==> config.mk <==
export PLATFORM = sky130hd
export DESIGN_NAME = prg_tracker
export DESIGN_NICKNAME = d
export VERILOG_FILES = /design/src/rtl/prg_pkg.sv /design/src/rtl/prg_free_pick.sv /design/src/rtl/prg_ctx_merge.sv /design/src/rtl/prg_tracker.sv
export SDC_FILE = /design/constraint.sdc
export NUM_CORES = 1
export LEC_CHECK = 0
export BUFFER_PORTS_ARGS = -buffer_cell sky130_fd_sc_hd__buf_2
export CORE_AREA = 2 2 185 187
export CTS_CLUSTER_DIAMETER = 100
export CTS_CLUSTER_SIZE = 12
export DETAILED_ROUTE_END_ITERATION = 10
export DIE_AREA = 0 0 187 189
export PLACE_DENSITY = 0.66
export SYNTH_ARGS = -nofsm -noshare
export SYNTH_HDL_FRONTEND = slang
export SYNTH_SLANG_ARGS = --single-unit
export TNS_END_PERCENT = 5
==> constraint.sdc <==
create_clock -name clk -period 6.45 [get_ports clk]
set_input_delay 0.3225 -clock clk [delete_from_list [all_inputs] [get_ports clk]]
set_output_delay 0.3225 -clock clk [all_outputs]
set_load 0.005 [all_outputs]
==> src/rtl/prg_pkg.sv <==
package prg_pkg;

    typedef enum logic [1:0] {
        GRP_FREE = 2'd0,
        GRP_OPEN = 2'd1,
        GRP_WAIT = 2'd2
    } grp_st_e;

    localparam logic [1:0] RSP_SUCCESS  = 2'b00;
    localparam logic [1:0] RSP_INVALID  = 2'b01;
    localparam logic [1:0] RSP_FAILURE  = 2'b10;

    localparam logic [2:0] ROUTE_TO_ROOT = 3'b000;

endpackage

==> src/rtl/prg_free_pick.sv <==
// Finds the lowest-index free group.
module prg_free_pick #(
    parameter int NUM_GROUPS = 8,
    localparam int GID_W = $clog2(NUM_GROUPS)
) (
    input  logic [NUM_GROUPS-1:0] free_vec,
    output logic                  found,
    output logic [GID_W-1:0]      idx
);
    always_comb begin
        found = |free_vec;
        idx   = '0;
        for (int i = NUM_GROUPS - 1; i >= 0; i--) begin
            if (free_vec[i]) idx = GID_W'(i);
        end
    end
endmodule

==> src/rtl/prg_ctx_merge.sv <==
// Builds a one-bit-per-context mask from the filled slots of one group.
module prg_ctx_merge #(
    parameter int PAGES_PER_GROUP = 4,
    parameter int CTX_W = 4,
    localparam int CNT_W = $clog2(PAGES_PER_GROUP + 1),
    localparam int NUM_CTX = 1 << CTX_W
) (
    input  logic [PAGES_PER_GROUP-1:0][CTX_W-1:0] ctx_list,
    input  logic [CNT_W-1:0]                      count,
    output logic [NUM_CTX-1:0]                    mask
);
    always_comb begin
        mask = '0;
        for (int i = 0; i < PAGES_PER_GROUP; i++) begin
            if (CNT_W'(i) < count) mask[ctx_list[i]] = 1'b1;
        end
    end
endmodule

==> src/rtl/prg_tracker.sv <==
module prg_tracker
    import prg_pkg::*;
#(
    parameter int NUM_GROUPS      = 8,
    parameter int PAGES_PER_GROUP = 4,
    parameter int PAGE_W          = 52,
    parameter int CTX_W           = 4,
    parameter int ERR_W           = 8,
    localparam int GID_W   = $clog2(NUM_GROUPS),
    localparam int CNT_W   = $clog2(PAGES_PER_GROUP + 1),
    localparam int NUM_CTX = 1 << CTX_W
) (
    input  logic               clk,
    input  logic               rst_n,
    input  logic               fault_valid,
    output logic               fault_ready,
    input  logic [PAGE_W-1:0]  fault_page,
    input  logic               fault_write,
    input  logic [CTX_W-1:0]   fault_ctx,
    input  logic               fault_last,
    input  logic               stop_req,
    input  logic               rsp_valid,
    input  logic [GID_W-1:0]   rsp_group,
    input  logic [1:0]         rsp_code,
    output logic               preq_valid,
    output logic [PAGE_W-1:0]  preq_page,
    output logic               preq_write,
    output logic [GID_W-1:0]   preq_group,
    output logic               preq_last,
    output logic [2:0]         preq_route,
    output logic               stop_msg,
    output logic               rel_valid,
    output logic [NUM_CTX-1:0] rel_mask,
    output logic               rel_retry,
    output logic               rel_error,
    output logic               flush_done,
    output logic [ERR_W-1:0]   err_count
);

    typedef struct packed {
        grp_st_e [NUM_GROUPS-1:0]                                 st;
        logic [NUM_GROUPS-1:0][CNT_W-1:0]                         cnt;
        logic [NUM_GROUPS-1:0][PAGES_PER_GROUP-1:0][CTX_W-1:0]    ctx;
        logic                                                     open_v;
        logic [GID_W-1:0]                                         open_g;
        logic                                                     flush;
        logic                                                     preq_v;
        logic [PAGE_W-1:0]                                        preq_page;
        logic                                                     preq_write;
        logic [GID_W-1:0]                                         preq_group;
        logic                                                     preq_last;
        logic                                                     stop_msg;
        logic                                                     rel_v;
        logic [NUM_CTX-1:0]                                       rel_mask;
        logic                                                     rel_retry;
        logic                                                     rel_error;
        logic                                                     flush_done;
        logic [ERR_W-1:0]                                         err;
    } state_t;

    state_t s_d, s_q;

    logic [NUM_GROUPS-1:0] free_vec;
    logic                  free_found;
    logic [GID_W-1:0]      free_idx;
    logic                  any_busy;
    logic [NUM_CTX-1:0]    rsp_mask;
    logic                  rsp_in_range;

    for (genvar g = 0; g < NUM_GROUPS; g++) begin : g_free
        assign free_vec[g] = (s_q.st[g] == GRP_FREE);
    end

    assign any_busy     = ~&free_vec;
    assign rsp_in_range = (int'(rsp_group) < NUM_GROUPS);

    prg_free_pick #(.NUM_GROUPS(NUM_GROUPS)) i_pick (
        .free_vec (free_vec),
        .found    (free_found),
        .idx      (free_idx)
    );

    prg_ctx_merge #(.PAGES_PER_GROUP(PAGES_PER_GROUP), .CTX_W(CTX_W)) i_merge (
        .ctx_list (s_q.ctx[rsp_group]),
        .count    (s_q.cnt[rsp_group]),
        .mask     (rsp_mask)
    );

    assign fault_ready = !s_q.flush && (s_q.open_v || free_found);

    always_comb begin
        logic [GID_W-1:0] g;
        logic [CNT_W-1:0] slot;
        logic             closing;

        s_d            = s_q;
        s_d.preq_v     = 1'b0;
        s_d.stop_msg   = 1'b0;
        s_d.rel_v      = 1'b0;
        s_d.rel_mask   = '0;
        s_d.rel_retry  = 1'b0;
        s_d.rel_error  = 1'b0;
        s_d.flush_done = 1'b0;
        g              = s_q.open_v ? s_q.open_g : free_idx;
        slot           = s_q.cnt[g];
        closing        = 1'b0;

        // fault intake: open group, else lowest free group
        if (fault_valid && fault_ready) begin
            closing           = fault_last || (slot + 1'b1 == CNT_W'(PAGES_PER_GROUP));
            s_d.ctx[g][slot[$clog2(PAGES_PER_GROUP)-1:0]] = fault_ctx;
            s_d.cnt[g]        = slot + 1'b1;
            s_d.st[g]         = closing ? GRP_WAIT : GRP_OPEN;
            s_d.open_v        = !closing;
            s_d.open_g        = g;
            s_d.preq_v        = 1'b1;
            s_d.preq_page     = fault_page;
            s_d.preq_write    = fault_write;
            s_d.preq_group    = g;
            s_d.preq_last     = closing;
        end

        // response: only waiting groups are outstanding
        if (rsp_valid) begin
            if (rsp_in_range && s_q.st[rsp_group] == GRP_WAIT) begin
                s_d.rel_v          = 1'b1;
                s_d.rel_mask       = rsp_mask;
                s_d.rel_retry      = (rsp_code == RSP_SUCCESS);
                s_d.rel_error      = (rsp_code != RSP_SUCCESS);
                s_d.st[rsp_group]  = GRP_FREE;
                s_d.cnt[rsp_group] = '0;
            end else if (s_q.err != '1) begin
                s_d.err = s_q.err + 1'b1;
            end
        end

        // stop marker: close the open group and start draining
        if (stop_req && !s_q.flush) begin
            s_d.stop_msg = 1'b1;
            s_d.flush    = 1'b1;
            if (s_d.open_v) begin
                s_d.st[s_d.open_g] = GRP_WAIT;
                s_d.open_v         = 1'b0;
            end
        end

        if (s_q.flush && !any_busy) begin
            s_d.flush_done = 1'b1;
            s_d.flush      = 1'b0;
        end
    end

    always_ff @(posedge clk) begin
        if (!rst_n) s_q <= '0;
        else        s_q <= s_d;
    end

    assign preq_valid = s_q.preq_v;
    assign preq_page  = s_q.preq_page;
    assign preq_write = s_q.preq_write;
    assign preq_group = s_q.preq_group;
    assign preq_last  = s_q.preq_last;
    assign preq_route = ROUTE_TO_ROOT;
    assign stop_msg   = s_q.stop_msg;
    assign rel_valid  = s_q.rel_v;
    assign rel_mask   = s_q.rel_mask;
    assign rel_retry  = s_q.rel_retry;
    assign rel_error  = s_q.rel_error;
    assign flush_done = s_q.flush_done;
    assign err_count  = s_q.err;

endmodule


==> key figures <==
Clock network
  • Gates resized, CTS repair: 0
  • Buffer type at the clock tree root: clkbuf_16
  • Num CTS Buffers: 26
  • # H-tree levels: 1
  • TritonCTS clock tree: built
  • Clock Sink Count: 260
  • Latest clock arrival within the worst-skew pair: 540 ps
  • Clock Pin Slew Worst Setup and Hold Paths: 70 ps
  • Maximum clock insertion buffer count: 3

Floorplanning
  • Die Footprint: 0.0353 mm2
  • Initial core utilization: 39.6%
  • Die Y: 189 um
  • Number of ports placed on the die boundary: about 160
  • # rows: between 60 and 70
  • Core box area: 0.0333 mm2
  • Chip Width: roughly 190 um

Synthesis
  • Cell types with the largest area share after synthesis: dfxtp_1 (39%), mux2i_1 (15%), nand2_1 (8.9%)
  • Number of flops mapped to enable cells by yosys: 0
  • Compound-gate portion of the synthesized area: 11.4%
  • Sequential share of the synthesized area: 39.5%
  • Area fraction of the dominant cell type after synthesis: 39.5%
  • Share of synthesized cell area in full adder, half adder and majority cells: less than 1%
  • Synth Register Bits: 260
  • Main flop type after synthesis: dfxtp_1
  • Parity-gate share of the synthesized area counting xor and xnor cells: less than 1%
  • Number of warnings printed during yosys synthesis: 0
  • Distinct cell type count of the synthesized netlist: 74
  • Cell Area, Synth: 0.0132 mm2
  • Asr flop ratio synth: 0%
  • Syn avg cell area: between 9 and 10 um2
  • Syn Inst Count: 1462
  • Area share of and/or/nand/nor cells after synthesis: 18.3%
  • Most common cell in the synthesized netlist: nand2_1
  • Cell type with the largest total area after synthesis: dfxtp_1
  • Commonest cells post-synth: nand2_1 (311), dfxtp_1 (260), mux2i_1 (198)
  • Mux cell area share after synthesis: 21.1%
  • Largest family of logic cells by synthesized area: multiplexers

Placement
  • DP Wirelength: 25.8 mm
  • Input/output buffers: 155
  • Post-placement setup slack: around 2100 ps
  • Dpl cells: 1914
  • Final RePlAce weighted congestion: 0.915
  • Instance area after placement: approximately 0.014 mm2

Detailed routing
  • Detail Route Antenna Nets: 0
  • Routed length on met1: 16.4 mm
  • Vias post-DR: about 11000
  • Initial drt markers: 897
  • Routed wire length: 37.0 mm
  • Top Metal Used: met4
  • Router iterations before antenna repair: 5
  • Via density per instance: between 5 and 6
  • Final routed wire length divided by cell count: 19.0 um
  • Final routed DRC violation total: 0
  • Met2 Routed Length: 16.2 mm
  • Total met3 wirelength after detailed routing: 3.41 mm

Layout
  • Final cell area excluding filler cells: 0.0144 mm2
  • Total number of nets in the final design: ~1600
  • Filler-free cell count of the finished design: 1947
  • Post-synthesis to final-layout area growth: 8.97%
  • Fraction of layout cells with a size suffix above 1: 18.6%
  • Utilization of the core after routing: 43.2%

Pwr
  • LEAKAGE: 6.13 nW
  • Overall power consumption: approximately 3.5 mW
  • Power density relative to cell area: 243 mW/mm2
  • Maximum VDD drop: 0.181 mV

STA
  • RSZ-0062 raised after global routing: false
  • Relative slew slack: 19.8%
  • Highest Clock Rate: 224 MHz
  • Final TNS setup: 0 ps
  • Post-layout worst setup margin: 1980 ps
  • Worst clock skew: 19.2 ps
  • Final worst path period need: 4470 ps
  • Hold slack: 22.6 ps
  • Measured slew at the worst slew-check pin: 1190 ps
  • Final Hold Fails: 0
  • Total count of max-transition violations in the final report: 0
  • Final setup violating endpoints: 0
  • Final period util: 69.3%

Worst setup path
  • Peak per-stage delay on the critical path: 650 ps
  • CP cell instances: o21bai_1 > a211oi_2 > a21oi_4 > mux2i_1 > mux2i_1 > mux2_2 > ha_1 > ha_1 > nor2_1 > nand2_1 > o31ai_1 > a211oi_1
  • Largest driver fanout on the critical path: 18
  • Worst endpoint data arrival time: a little under 5000 ps
  • Endpoint class of the critical path: flip-flop
  • Required time reported for the critical path endpoint: 6840 ps
  • Slowest cell on the critical path: nor2_1
  • Category of the worst setup path launch point: flip-flop
  • CP Class: reg -> reg

Hold path
  • Hold Crit Class: in -> reg

Global routing
  • Combined global-route utilization of all metal layers: 20.3%
  • Antenna violations before repair: 1
  • Number of global-route vias before repair: about 10000
  • First-pass GRT wire length: 57.7 mm
  • Largest net degree at the start of global routing: 80
  • Total grt overflow: 0

Status
  • Result of the run: finished, final reports clean

Flow run
  • Number of max-capacitance violations reported: 0
[critical path: cells and delay by family (launching register included)]
kind,cells,cell delay [ps]
adders and majority gates,2,620
AOI/OAI and AO/OA,5,1410
DFF,1,550
muxes,3,830
and+or+nand+nor,2,900
[final timing paths]
check,end,slack (ps),cells after the start,start
worst max register to register,s_q[258],1980,12,s_q[91]
worst min register to register,preq_page[23],450,2,preq_page[23]
worst min-delay path,preq_page[37],20,3,fault_page[37]
worst max-delay path,s_q[258],1980,12,s_q[91]
[layer usage]
layer / up-vias / GRT usage [%]
met5: - / 0
met4: 0 / 6.65
li1: 5103 / -
met3: 77 / 4.80
met1: 5096 / 27.4
met2: 449 / 32.1
[power breakdown]
part	leakage, nW	total (mW)	switching [mW]	internal, mW
combinational	3.68	0.457	0.302	0.155
clock	0.343	1.34	0.606	0.738
sequential	2.11	1.69	0.0331	1.66
total	6.13	3.49	0.941	2.55
[layout by cell type, fill, tap and decap left out, types with 6 or more instances in the layout]
master     netlist  final
nand3_1         27     27
o21ai_1          9      8
ha_1             6      6
nor3b_1         20     20
nand2b_1        17     17
dfxtp_1        260    260
buf_4           93     21
mux2_2          13     13
a211oi_1        28     28
xnor2_1          7      7
a21oi_1         67     66
o221ai_1         9      9
o22ai_1         12     12
buf_2           23    153
nand2_2          6      6
a22oi_1         14     14
a31oi_1         11     11
nor2b_1         11     11
nand2_1        311    311
inv_1           20     19
clkbuf_16        0     27
o311ai_1         7      7
o31ai_1         11     11
nor3_1          25     23
mux4_2          26     26
o21ai_0         10     10
nor2_1          73     73
nor4_1           6      6
mux2i_1        198    198
[final cells by class]
class                   count  area [um2]
repair buffers            177         953
inverters                  22        82.6
diodes                      1        2.50
multi-input cells        1010        6870
fillers                  3242       18900
well taps                 448         561
clock inverters             2        20.0
clock buffers              27         676
flip-flops and latches    260        5200
[cell families after synthesis]
kind of cell | count (synthesis)
fa+ha+maj | 6
other cells | 1
xor+xnor | 7
simple gates | 534
buf+inv | 194
flops | 260
mux | 242
compound gates | 218
[what timing repair did]
action,CTS,global route
hold buffers,3,0
buffers inserted,0,0
endpoints found under the hold margin,2,0
setup endpoints to repair,0,0
Note: power is estimated with default switching activity, not from simulation.
